**src/rtl/irq_prio_pkg.sv**
```systemverilog
package irq_prio_pkg;

    localparam int NUM_IN = 8;
    localparam int LVL_W  = $clog2(NUM_IN);
    localparam int DATA_W = 8;

    typedef enum logic [1:0] {
        ST_RUN,
        ST_BASE,
        ST_CASC,
        ST_MODE
    } init_st_e;

    typedef struct packed {
        init_st_e                 st;
        logic [NUM_IN-1:0]        imr;
        logic [NUM_IN-1:0]        isr;
        logic [NUM_IN-1:0]        irr;
        logic [DATA_W-LVL_W-1:0]  base;
        logic [DATA_W-1:0]        casc;
        logic                     want_mode;
        logic                     rd_isr;
        logic                     poll;
    } ctrl_t;

endpackage

```
**src/rtl/irq_edge_cap.sv**
```systemverilog
module irq_edge_cap #(
    parameter int N = 8
) (
    input  logic         clk,
    input  logic         rst_n,
    input  logic [N-1:0] lvl_in,
    output logic [N-1:0] rise
);
    logic [N-1:0] prev_d, prev_q;

    always_comb begin
        prev_d = lvl_in;
    end

    always_ff @(posedge clk) begin
        if (!rst_n) prev_q <= '0;
        else        prev_q <= prev_d;
    end

    for (genvar i = 0; i < N; i++) begin : g_bit
        assign rise[i] = lvl_in[i] & ~prev_q[i];
    end
endmodule

```
**src/rtl/irq_prio_pick.sv**
```systemverilog
module irq_prio_pick #(
    parameter int N = 8,
    parameter int W = $clog2(N)
) (
    input  logic [N-1:0] req,
    output logic         found,
    output logic [W-1:0] idx
);
    always_comb begin
        found = |req;
        idx   = '0;
        for (int i = N - 1; i >= 0; i--) begin
            if (req[i]) idx = W'(i);
        end
    end
endmodule

```
**src/rtl/irq_prio_ctrl.sv**
```systemverilog
module irq_prio_ctrl
    import irq_prio_pkg::*;
#(
    parameter bit IS_MASTER = 1'b1
) (
    input  logic              clk,
    input  logic              rst_n,
    input  logic              wr_en,
    input  logic              rd_en,
    input  logic              addr,
    input  logic [DATA_W-1:0] wdata,
    output logic [DATA_W-1:0] rdata,
    input  logic [NUM_IN-1:0] irq_in,
    output logic              int_out,
    input  logic              ack,
    input  logic [LVL_W-1:0]  cas_in,
    output logic [LVL_W-1:0]  cas_out,
    output logic              vec_valid,
    output logic [DATA_W-1:0] vec_out
);
    ctrl_t d, q;

    logic [NUM_IN-1:0] rise;
    logic              req_found, isr_found;
    logic [LVL_W-1:0]  req_idx, isr_idx, lvl;
    logic              pend, running, casc_hit, take;

    irq_edge_cap #(.N(NUM_IN)) u_edge (
        .clk    (clk),
        .rst_n  (rst_n),
        .lvl_in (irq_in),
        .rise   (rise)
    );

    irq_prio_pick #(.N(NUM_IN), .W(LVL_W)) u_pick_req (
        .req   (q.irr & ~q.imr),
        .found (req_found),
        .idx   (req_idx)
    );

    irq_prio_pick #(.N(NUM_IN), .W(LVL_W)) u_pick_isr (
        .req   (q.isr),
        .found (isr_found),
        .idx   (isr_idx)
    );

    assign running  = (q.st == ST_RUN);
    assign pend     = req_found && (!isr_found || (req_idx < isr_idx));
    assign lvl      = pend ? req_idx : '1;
    assign casc_hit = IS_MASTER && pend && q.casc[lvl];
    assign take     = ack && running && (IS_MASTER || (cas_in == q.casc[LVL_W-1:0]));

    assign int_out   = pend && running;
    assign cas_out   = (take && casc_hit) ? lvl : '0;
    assign vec_valid = take && !casc_hit;
    assign vec_out   = {q.base, lvl};

    always_comb begin
        if (addr)        rdata = q.imr;
        else if (q.poll) rdata = {pend, {(DATA_W-LVL_W-1){1'b0}}, lvl};
        else if (q.rd_isr) rdata = q.isr;
        else             rdata = q.irr;
    end

    always_comb begin
        d = q;
        // requests latch on a rise and hold only while the input stays high
        d.irr = (q.irr | rise) & irq_in;

        if (take && pend) begin
            d.isr[lvl] = 1'b1;
            d.irr[lvl] = 1'b0;
        end

        if (rd_en && !addr && q.poll && running) begin
            d.poll = 1'b0;
            if (pend) begin
                d.isr[lvl] = 1'b1;
                d.irr[lvl] = 1'b0;
            end
        end

        if (wr_en) begin
            if (!addr) begin
                if (wdata[4]) begin
                    d.st        = ST_BASE;
                    d.want_mode = wdata[0];
                    d.imr       = '0;
                    d.isr       = '0;
                    d.irr       = '0;
                    d.rd_isr    = 1'b0;
                    d.poll      = 1'b0;
                end else if (running) begin
                    if (!wdata[3]) begin
                        if (wdata[7:5] == 3'b001 && isr_found) d.isr[isr_idx] = 1'b0;
                    end else begin
                        d.poll = wdata[2];
                        if (wdata[1]) d.rd_isr = wdata[0];
                    end
                end
            end else begin
                case (q.st)
                    ST_BASE: begin
                        d.base = wdata[DATA_W-1:LVL_W];
                        d.st   = ST_CASC;
                    end
                    ST_CASC: begin
                        d.casc = wdata;
                        d.st   = q.want_mode ? ST_MODE : ST_RUN;
                    end
                    ST_MODE: d.st = ST_RUN;
                    default: d.imr = wdata;
                endcase
            end
        end
    end

    always_ff @(posedge clk) begin
        if (!rst_n) begin
            q.st        <= ST_RUN;
            q.imr       <= '1;
            q.isr       <= '0;
            q.irr       <= '0;
            q.base      <= '0;
            q.casc      <= '0;
            q.want_mode <= 1'b0;
            q.rd_isr    <= 1'b0;
            q.poll      <= 1'b0;
        end else begin
            q <= d;
        end
    end


    init_clears_chk: assert property (@(posedge clk) disable iff (!rst_n)
        (wr_en && !addr && wdata[4]) |=> (q.imr == '0 && q.isr == '0 && q.irr == '0));


    req_needs_input_chk: assert property (@(posedge clk) disable iff (!rst_n)
        1'b1 |=> ((q.irr & ~$past(irq_in)) == '0));


    int_has_request_chk: assert property (@(posedge clk) disable iff (!rst_n)
        int_out |-> (|(q.irr & ~q.imr)));


    eoi_clears_one_chk: assert property (@(posedge clk) disable iff (!rst_n)
        (wr_en && !addr && wdata == 8'h20 && running && (|q.isr) && !ack && !rd_en)
        |=> ($countones(q.isr) == $countones($past(q.isr)) - 1));


    spurious_no_isr_chk: assert property (@(posedge clk) disable iff (!rst_n)
        (take && !pend && !wr_en && !rd_en) |=> (q.isr == $past(q.isr)));


    cascade_no_vector_chk: assert property (@(posedge clk) disable iff (!rst_n)
        (ack && (cas_out != '0)) |-> !vec_valid);
endmodule

```
**config.mk**
```make
export PLATFORM = sky130hd
export DESIGN_NAME = irq_prio_ctrl
export DESIGN_NICKNAME = d
export VERILOG_FILES = /design/src/rtl/irq_prio_pkg.sv /design/src/rtl/irq_edge_cap.sv /design/src/rtl/irq_prio_pick.sv /design/src/rtl/irq_prio_ctrl.sv
export SDC_FILE = /design/constraint.sdc
export NUM_CORES = 1
export LEC_CHECK = 0
export BUFFER_PORTS_ARGS = -buffer_cell sky130_fd_sc_hd__clkbuf_2
export CORE_MARGIN = 3
export CORE_UTILIZATION = 30
export CTS_CLUSTER_SIZE = 16
export DETAILED_ROUTE_END_ITERATION = 7
export SLEW_MARGIN = 20
export SYNTH_ARGS = -nofsm -noshare
export SYNTH_HDL_FRONTEND = slang
export SYNTH_SLANG_ARGS = --single-unit
```
**constraint.sdc**
```tcl
create_clock -name clk -period 4.3 [get_ports clk]
set_clock_uncertainty 0.2 [all_clocks]
set_input_delay 0.215 -clock clk [delete_from_list [all_inputs] [get_ports clk]]
set_output_delay 0.215 -clock clk [all_outputs]
set_load 0.05 [all_outputs]
```
======== Word level (Yosys, flattened, before mapping) ========
Cells that the tools add are included.
Widths: inputs -> output; s select.
operators by class
  multiplexer cells ....................... 52
  reductions and logical operators ........ 31
  bitwise gates (word level) .............. 28
  equality and inequality tests ........... 6
  order comparisons ....................... 5
operator list
  operator            number
  $mux 8              10
  $mux 16             4
  $mux 3              19
  $and 8x8->8         5
  $mux 32             1
  $not 8->8           3
  $or 8x8->8          3
  $mux 10             2
  $reduce_or 8->1     2
  $reduce_and 3->1    5
  $logic_and 1x1->1   13
  $mux 13             1
  $not 1->1           9
  $and 1x1->1         8
  $lt 3x4->1 const B  2
  $mux 2              4
  $reduce_bool 2->1   4
  $demux 1 s3         2
  $ge 3x1->1 const B  2
  $mux 1              6
  $pmux 2 s3          1
  $mux 5              1
  $reduce_and 5->1    1
  $eq 2x2->1 const B  2
  other kinds (10)    12
storage, ports and cells
  logic and storage cells ................. 132
  register bits after elaboration ......... 50
  input bits .............................. 25

======== Longest topological paths before layout ========
Gate-level depths: netlist (run 1).
  depth after elaboration ................. 31
  gate-level depth with buffers ........... 11
  gate-level depth less buffers ........... 10

======== By module ========
Synthesis (run 1) repeated with hierarchy kept, for this count alone.
unflattened totals
  cell total of the unflattened synthesis .. 345
  area, all modules ....................... 2937.8 um^2
by module, submodules not included
  module         cells each  sequential area each (um^2)  times used  area each (um^2)
  irq_prio_ctrl  295         840.8                        1           2514.9
  irq_edge_cap   24          160.2                        1           260.2
  irq_prio_pick  13          0.0                          2           81.3

======== Worst setup path before layout (run 1) ========
OpenSTA, ideal clock, no wires.
  path type ............................... register -> output
  start point ............................. reg q[18] (netlist bit)
  end point ............................... out cas_out[0]
  stages on the path, launching flop included .. 12
  path buffers ............................ 1
  arrival ................................. 3.582 ns
  setup slack ............................. 0.303 ns
  required time ........................... 3.885 ns
  path through ............................ dfxtp_1 or2b_1 nand4_4 buf_4 a21oi_1 ha_1 nor2_1 a31oi_1 a21bo_2 o21ai_4 nor2_1 nor4_1
on the way
  longest elaborated chain between the ends .. 13
RTL lines
  what                          line                 text
  start: declaration            irq_prio_ctrl.sv:21  ctrl_t d, q;
  $and 8x8->8 (*)               irq_prio_ctrl.sv:36  .req (q.irr & ~q.imr),
  $mux 3 (3 in series)          irq_prio_pick.sv:13  if (req[i]) idx = W'(i);
  $lt 3x3->1                    irq_prio_ctrl.sv:48  assign pend = req_found && (!isr_found || (req_idx < isr_idx));
  $logic_or 1x1->1              irq_prio_ctrl.sv:48
  $logic_and 1x1->1             irq_prio_ctrl.sv:48
  $mux 3                        irq_prio_ctrl.sv:49  assign lvl = pend ? req_idx : '1;
  $bmux 1 s3                    irq_prio_ctrl.sv:50  assign casc_hit = IS_MASTER && pend && q.casc[lvl];
  $mux 1 (implied by the code)  irq_prio_ctrl.sv:50
  $logic_and 1x1->1             irq_prio_ctrl.sv:50
  $logic_and 1x1->1             irq_prio_ctrl.sv:54  assign cas_out = (take && casc_hit) ? lvl : '0;
  $mux 3 (*)                    irq_prio_ctrl.sv:54
  end: declaration              irq_prio_ctrl.sv:17  output logic [LVL_W-1:0] cas_out,
Mark *: on every way between the ends. The rest lies on a longest branch, timed or not. The select of a mux whose other input is x is not followed.

======== Final worst setup path (run 1) ========
  start point ............................. reg q[32] (netlist bit)
  end point ............................... out rdata[1]
on the way
  longest elaborated chain between the ends .. 9
RTL lines
  what               line                 text
  $not 8->8 (*)      irq_prio_ctrl.sv:36
  $and 8x8->8 (*)    irq_prio_ctrl.sv:36
  $mux 3             irq_prio_pick.sv:13
  $lt 3x3->1         irq_prio_ctrl.sv:48
  $logic_or 1x1->1   irq_prio_ctrl.sv:48
  $logic_and 1x1->1  irq_prio_ctrl.sv:48
  $mux 3 (*)         irq_prio_ctrl.sv:49
  $mux 8 (*)         irq_prio_ctrl.sv:60  else if (q.poll) rdata = {pend, {(DATA_W-LVL_W-1){1'b0}}, lvl};
  $mux 8 (*)         irq_prio_ctrl.sv:59  if (addr) rdata = q.imr;
  end: declaration   irq_prio_ctrl.sv:12  output logic [DATA_W-1:0] rdata,
Mark *: on every way between the ends. The rest lies on a longest branch, timed or not.

==> results of run 1 <==
[worst paths after layout]
kind / startpoint / endpoint / cells past startpoint
max: q[32] / rdata[1] / 11
min: wdata[2] / q[34] / 3
min reg2reg: q[2] / q[2] / 2
max reg2reg: q[32] / q[30] / 10
[logic make-up (layout without fill, tap and decap cells)]
logic type      count (synthesis)  in the layout  synth area share
simple gates                  167            167            0.3304
compound gates                 72             72            0.1867
mux                            21             21           0.07206
buf+inv                        32             67           0.04846
fa+ha+maj                       6              6           0.02528
flops                          50             50            0.3371
[final cells by class]
| cell class | instances | area [sq um] |
|---|---|---|
| fill | 996 | 5962 |
| multi-input combinational | 266 | 1824 |
| sequential | 50 | 1001 |
| timing repair buffer | 50 | 290.3 |
| tap | 129 | 161.4 |
| clock buffer | 6 | 82.58 |
| clock inverter | 2 | 60.06 |
| inverter | 9 | 33.78 |
[registers in the layout (all words and copies together), names as in the netlist]
| name | flops |
|---|---|
| q | 37 |
| u_edge.prev_q | 8 |
| vec_out | 5 |
[what timing repair did]
| action | CTS | global route |
|---|---|---|
| hold endpoints to repair | 8 | 0 |
| hold buffers | 8 | 0 |
| buffers inserted | 0 | 0 |
[per-layer routing]
metal  global-route usage  routed length [microns]  share of wire  vias up
met1               0.1829                     3577           0.45     1243
met3              0.02449                      324          0.041       11
li1                     -                        -              -     1320
met4              0.04405                      128          0.016        0
met5                    0                        0              0        -
met2               0.2413                     3938           0.49       65
[worst max-delay path, stage by stage, from the launching register on]
cell and delay [ps]:
dfxtp_1 420, nand2b_1 220, nand4_4 250, a21oi_1 210
ha_1 220, nor2_1 60, a31oi_1 300, a21bo_2 300
o21ai_4 280, o32ai_1 130, o21ai_0 250, clkbuf_2 340
[where the power goes]
group | internal, mW | switching [mW] | total [mW]
combinational | 0.0944 | 0.187 | 0.281
clock | 0.248 | 0.157 | 0.405
sequential | 0.484 | 0.0208 | 0.504
total | 0.826 | 0.365 | 1.19
[cell usage after synthesis (2+ instances only)]
cell,number
nor4_1,3
mux2_2,3
clkbuf_1,14
o21a_1,4
nor4_4,3
mux2i_1,18
buf_4,6
o221a_2,3
a211oi_1,5
o21ai_0,12
o31ai_1,2
nand4_1,9
nor3_1,6
and3_1,5
o22ai_1,3
nor2b_1,24
a21oi_1,12
or2b_1,2
dfxtp_1,50
nand2_1,32
nor4b_1,2
a31oi_1,3
inv_1,8
nand2b_1,11
buf_1,2
and2_1,15
o21ba_1,2
nand3_1,25
nor2_1,19
o211a_1,2
o21ai_1,2
ha_1,6
[stage by stage]
| stage | total power, mW | cell area, sq um | setup slack [ps] | instances | hold WS, ps |
|---|---|---|---|---|---|
| final | 1.191 | 3453 | 604.2 | 512 | 9.821 |
| after global routing | 1.243 | 3453 | 363.4 | 512 | 27.53 |
| after CTS | 1.197 | 3453 | 597.1 | 512 | 7.172 |
| after detailed placement | 0.7901 | 3231 | 944.9 | 496 | 252.6 |
| after global placement | 0.7867 | 3231 | 972.9 | 496 | 251.1 |
| after floorplan | 0.7208 | 2969 | 302.9 | 348 | 158.7 |
==> qor.txt, run 1 <==
share of layout cells above drive strength 1: 0.2010
IO Pins: 46
Mapped Area: 2969 sq um
top-area cell type share of the netlist area: 0.3371
Initial Util: 0.3153
first-pass GRT wire length: 12,850 microns
Static Leak: 1.499 nW
slew at the pin closest to its max-slew limit: 616.1 ps
Residual DRC: 0
outcome: finished clean
DIE WIDTH: 105.5 microns
total track usage: 0.1421
Rel. slew slack: 0.5892
max-slew violation count: 0
RePlAce Congestion: 0.8783
Synthesized Nets: 379
Data required, critical path: 3880 ps
NumNets Final: 413
CP Capture Type: primary output
initial antenna violation count: 0
Setup Crit Path Kind: reg2out
crit path time final: 3696 ps
count of cell types in the netlist: 67
core footprint: 9415 sq um
maximum VDD drop: 0.0001492 V
clock slew at reported path FFs: 90 ps
type of the tightest min-delay check: in2reg
number of synthesized flops with an enable pin: 0
Sink Count: 50
Std-Cell Rows: 35
Overflow after GRT: 0
Final period util: 0.8595
IO buf count: 42
clock latency on the worst-skew pair: 300 ps
half-perimeter wire length after placement: 6077 microns
TritonCTS clock tree: built
Post-DRT Antenna Nets: 0
PostCTS Resize Cnt: 0
total CTS buffers: 5
Cells after Synth: 348
CP arrival: 3280 ps
endpoints failing hold: 0
final WL: 7968 microns
leading area contributor after synthesis: dfxtp_1
fraction of registers with async set/reset: 0
H-tree levels: 2
Syn. warnings: 0
area delta synth->final: 16.31%
most common cell after layout, fill and taps aside: dfxtp_1
flop2flop setup slack: 1290 ps
via/cell ratio: 5.154
largest net degree at the start of global routing: 37
Main synth FF type: dfxtp_1
Seq cells post-synth: 50
ranking of synthesized cells by area: dfxtp_1 (34%), mux2i_1 (6.1%), nor2b_1 (5.1%), nand3_1 (4.2%), nand2_1 (4.0%)
FMAX: 270.6 MHz
most frequent cells in the layout: dfxtp_1 (50), clkbuf_2 (42), nand2_1 (32)
routed len/inst: 15.56 microns
endpoints failing setup: 0
register area share after synthesis: 0.3371
Ant. Diodes: 0
Die Ht: 105.5 microns
max-cap viol count: 0
vias: 2,639
Worst setup SP type: flip-flop
average cell area after synthesis: 8.532 sq um
die area: 11,130 sq um
First DRT Iteration DRCs: 141
Pre-Repair DR Iteration Count: 4
vias in the first global route: 2,573
pwr dens: 344.8 nW/um^2
CP Max Fanout: 11
Final Util: 0.3668
Root Buffer: clkbuf_8
RSZ-0062 raised after global routing: false
Final TNS setup: 0 ps
Clock Path Buffers: 2
Note: power is estimated with default switching activity, not from simulation.
==> run 2, diff against run 1 <==
--- a/config.mk
+++ b/config.mk
@@ -8,7 +8,8 @@
 export BUFFER_PORTS_ARGS = -buffer_cell sky130_fd_sc_hd__clkbuf_2
 export CORE_MARGIN = 3
-export CORE_UTILIZATION = 30
+export CORE_UTILIZATION = 60
 export CTS_CLUSTER_SIZE = 16
 export DETAILED_ROUTE_END_ITERATION = 7
+export PLACE_DENSITY = 0.84
 export SLEW_MARGIN = 20
 export SYNTH_ARGS = -nofsm -noshare
==> constraint.sdc (replaced) <==
create_clock -name clk -period 4.3 [get_ports clk]
set_clock_uncertainty 0.2 [all_clocks]
set_input_delay 0.215 -clock clk [delete_from_list [all_inputs] [get_ports clk]]
set_output_delay 0.215 -clock clk [all_outputs]
set_load 0.005 [all_outputs]
==> run 2 against run 1 <==
Compared with the run above: sequential cell count unchanged; total power shrank 16%; clock power shrank 32%; utilization up 36 points; global-route usage up 13 points; register-to-register slack lost 20 ps; die area shrank 48%; clock-buffer cell count shrank 1; fmax rose by 1.7%; non-clock buffer count up 2; final cell count is 12% lower; first-iteration DRC count up 59%; critical path type unchanged; largest power group unchanged.
==> qor.txt, run 2 (synthesis results as in run 1) <==
endpoints failing setup: 0
total CTS buffers: 5
Layout fillers: 376
flop2flop setup slack: 1270 ps
Setup Crit Path Kind: reg2out
Residual DRC: 0
DIE WIDTH: 76.35 microns
PostCTS Resize Cnt: 0
pwr dens: 299.3 nW/um^2
area of placed instances: 3151 sq um
RSZ-0062 raised after global routing: false
final WL: 7724 microns
Pre-Repair DR Iteration Count: 5
Tot Pwr: 999.1 uW
FMAX: 275.2 MHz
Die Ht: 76.35 microns
Rel. slew slack: 0.5915
endpoints failing hold: 0
Final TNS setup: 0 ps
CP Max Fanout: 11
Static Leak: 1.484 nW
CP arrival: 3220 ps
Hold Slack: 12.66 ps
NumNets Final: 415
Initial Util: 0.6505
most common cell after layout, fill and taps aside: dfxtp_1
Worst setup SP type: flip-flop
maximum VDD drop: 0.0002477 V
share of layout cells above drive strength 1: 0.2000
max reg flops: 37
total track usage: 0.2699
outcome: finished clean
First DRT Iteration DRCs: 224
routed len/inst: 17.16 microns
Overflow after GRT: 0
first-pass GRT wire length: 12,720 microns
Reg area: 1001 sq um
clock slew at reported path FFs: 90 ps
Ant. Diodes: 0
type of the tightest min-delay check: in2reg
via/cell ratio: 6.062
initial antenna violation count: 0
most frequent cells in the layout: dfxtp_1 (50), clkbuf_2 (42), nand2_1 (32)
Root Buffer: clkbuf_8
Final Util: 0.7314
die area: 5829 sq um
Top reg by flops: q
max-cap viol count: 0
TritonCTS clock tree: built
core footprint: 4564 sq um
Data required, critical path: 3880 ps
half-perimeter wire length after placement: 5761 microns
IO buf count: 42
area delta synth->final: 12.43%
vias: 2,728
largest net degree at the start of global routing: 37
slew at the pin closest to its max-slew limit: 612.8 ps
Std-Cell Rows: 24
Finished Cell Area: 3338 sq um
crit path time final: 3633 ps
max-slew violation count: 0
Post-DRT Antenna Nets: 0
RePlAce Congestion: 0.9088
area of the multi-input gates: 1824 sq um
Final period util: 0.8450
clock latency on the worst-skew pair: 310 ps
Clock Path Buffers: 2
IO Pins: 46
CTS Hold Bufs: 10
Post-CTS Setup Repair Bufs: 0
CP Capture Type: primary output
vias in the first global route: 2,502
Sink Count: 50
H-tree levels: 2
[run 2: changes by cell type in the layout (fill, tap and decap cells not counted)]
cell,previous run,this run
dlygate4sd3_1,8,10
clkbuf_8,6,5
bufinv_16,2,0
clkinv_2,0,2
inv_6,0,1
[run 2: power by group]
part	switching (mW)	internal, mW
combinational	0.126	0.0954
sequential	0.0208	0.484
clock	0.159	0.115
total	0.305	0.694
[run 2: path summary, 6_finish.rpt]
kind,from,end,cells past startpoint
worst max-delay path,q[33],cas_out[0],11
worst max register to register,q[33],q[30],10
worst min-delay path,wdata[0],q[32],3
worst min register to register,q[2],q[2],2
[run 2: cell type report]
class	count	area share
Clock inverter	3	0.005622
Clock buffer	5	0.02061
Inverter	9	0.01012
Timing Repair Buffer	52	0.09295
Tap cell	65	0.02436
Sequential cell	50	0.2999
Multi-Input combinational cell	266	0.5465
[run 2: per-layer routing]
| metal | wire length (microns) | GRT usage | part of all wire | vias up |
|---|---|---|---|---|
| met4 | 89 | 0.06159 | 0.012 | 0 |
| met2 | 3616 | 0.4279 | 0.47 | 112 |
| met1 | 3483 | 0.3815 | 0.45 | 1282 |
| li1 | - | - | - | 1323 |
| met3 | 534 | 0.04846 | 0.069 | 11 |
| met5 | 0 | 0 | 0 | - |
[run 2: metrics by stage]
step,instances,setup WS [ps]
floorplan,348,1549
global route,450,340.1
finish,450,666.7
detailed placement,432,1023
CTS,450,674.4
global placement,432,1115
[run 2: worst max-delay path, cell delays in order (launching register included)]
cell	delay, ps
dfxtp_1	430
or2b_1	210
nand4_4	240
a21oi_1	200
ha_1	240
nor2_1	60
a31oi_1	310
a21bo_2	300
o21ai_4	280
nor2_1	130
nor4_1	330
clkbuf_2	180
==> run 3, diff against run 2 <==
- CORE_UTILIZATION: 60 -> 51
- PLACE_DENSITY: 0.84 -> 0.76
- clock period: 4.3 -> 3.3 ns (I/O delays scaled with it)
==> run 3 against run 2 <==
Compared with the run above: global-route usage shrank 3.2 points; final area increased by 3.3%; register-to-register slack worse by 800 ps; highest routed layer unchanged; final cell count up 3.3%; critical path type unchanged; hold slack gained 23 ps; total power rose by 31%; largest power group unchanged; sequential cell count unchanged; first-iteration DRC count fell by 9.8%.
==> qor.txt, run 3 (synthesis results as in run 1) <==
outcome: finished clean
final non-filler cell total: 465
Layout fillers: 507
endpoints failing hold: 0
pwr dens: 380.7 nW/um^2
Setup Crit Path Kind: reg2out
RePlAce Congestion: 0.9793
type of the tightest min-delay check: in2reg
NumNets Final: 423
Std-Cell Rows: 27
Static Leak: 1.521 nW
Overflow after GRT: 0
max reg flops: 37
Final TNS setup: 0 ps
First DRT Iteration DRCs: 202
vias: 2,760
die area: 6773 sq um
H-tree levels: 2
Sink Count: 50
via/cell ratio: 5.935
Worst setup SP type: flip-flop
Finished Cell Area: 3450 sq um
share of layout cells above drive strength 1: 0.2239
number of buffers and inverters on the critical path: 1
max-cap viol count: 0
Data required, critical path: 2930 ps
Ant. Diodes: 0
crit path time final: 3211 ps
CP cell instances: nor2b_2 > nor2_1 > a21oi_1 > ha_1 > nor2_1 > a31oi_2 > a21bo_2 > o21a_2 > a311o_1 > nand2_1 > clkbuf_2
placed cells: 441
DIE WIDTH: 82.30 microns
most common cell after layout, fill and taps aside: dfxtp_1
vias in the first global route: 2,523
total track usage: 0.2383
Final period util: 0.9730
flop2flop setup slack: 470 ps
Clock Path Buffers: 2
CP max stage cell: dfxtp_1
area delta synth->final: 16.18%
CP max stage delay: 410 ps
first-pass GRT wire length: 12,340 microns
maximum VDD drop: 0.0003148 V
TritonCTS clock tree: built
CP top delay family: compound AO/OA/AOI/OAI gates
most frequent cells in the layout: dfxtp_1 (47), clkbuf_2 (42), nand2_1 (32)
routed len/inst: 16.52 microns
Root Buffer: clkbuf_8
Top reg by flops: q
RSZ-0062 raised after global routing: true
final WL: 7682 microns
half-perimeter wire length after placement: 5598 microns
clock slew at reported path FFs: 90 ps
slew at the pin closest to its max-slew limit: 617.0 ps
Initial Util: 0.5327
Post-DRT Antenna Nets: 0
total CTS buffers: 5
clock latency on the worst-skew pair: 310 ps
endpoints failing setup: 0
Rel. slew slack: 0.5878
area of the multi-input gates: 1854 sq um
CP Max Fanout: 8
FMAX: 311.4 MHz
Reg area: 1005 sq um
IO Pins: 46
core footprint: 5574 sq um
IO buf count: 42
Pre-Repair DR Iteration Count: 5
area of placed instances: 3174 sq um
largest net degree at the start of global routing: 37
CP arrival: 2850 ps
CP Capture Type: primary output
most used cell, CP: nor2_1
Die Ht: 82.30 microns
max-slew violation count: 0
initial antenna violation count: 0
Residual DRC: 0
Final Util: 0.6189
[run 3: layout make-up]
cell class	count	area share
Multi-Input combinational cell	266	0.5375
Sequential cell	50	0.2913
Timing Repair Buffer	60	0.1103
Tap cell	72	0.02612
Clock buffer	6	0.02104
Inverter	9	0.009793
Clock inverter	2	0.003990
[run 3: layer usage]
| layer | wire length, microns | GRT usage | share of wire |
|---|---|---|---|
| met5 | 0 | 0 | 0 |
| met1 | 3304 | 0.3191 | 0.43 |
| met4 | 172 | 0.09136 | 0.022 |
| met3 | 425 | 0.03905 | 0.055 |
| met2 | 3779 | 0.3822 | 0.49 |
[run 3: metrics by stage]
step                hold slack, ps  setup slack [ps]  power, mW
floorplan                    108.7             599.2     0.8589
global placement             193.5             343.3     0.9403
detailed placement           194.4             309.9     0.9461
CTS                          24.75             30.33      1.311
global route                 62.66            -25.32      1.377
finish                       35.95             89.12      1.313
[run 3: what timing repair did]
item,in CTS,in global routing
setup endpoints to repair,3,7
setup buffers,1,1
hold buffers,14,0
resized for setup,1,7
hold endpoints to repair,23,0
pin swaps,1,3
[run 3: power by group]
part | switching [mW] | leakage (nW) | internal [mW]
registers | 0.0271 | 0.411 | 0.630
clock network | 0.205 | 0.0452 | 0.150
logic | 0.168 | 1.07 | 0.133
[run 3: path summary, 6_finish.rpt]
path,from,endpoint,cells after the start
hold reg to reg,q[2],q[2],2
hold / removal,wdata[3],q[35],3
setup reg to reg,q[23],q[30],11
setup / recovery,q[23],rdata[2],11
[run 3: worst min-delay path, cell delays in order]
cell and delay, ps:
clkbuf_2 160, nand4_1 100, nand3_1 70
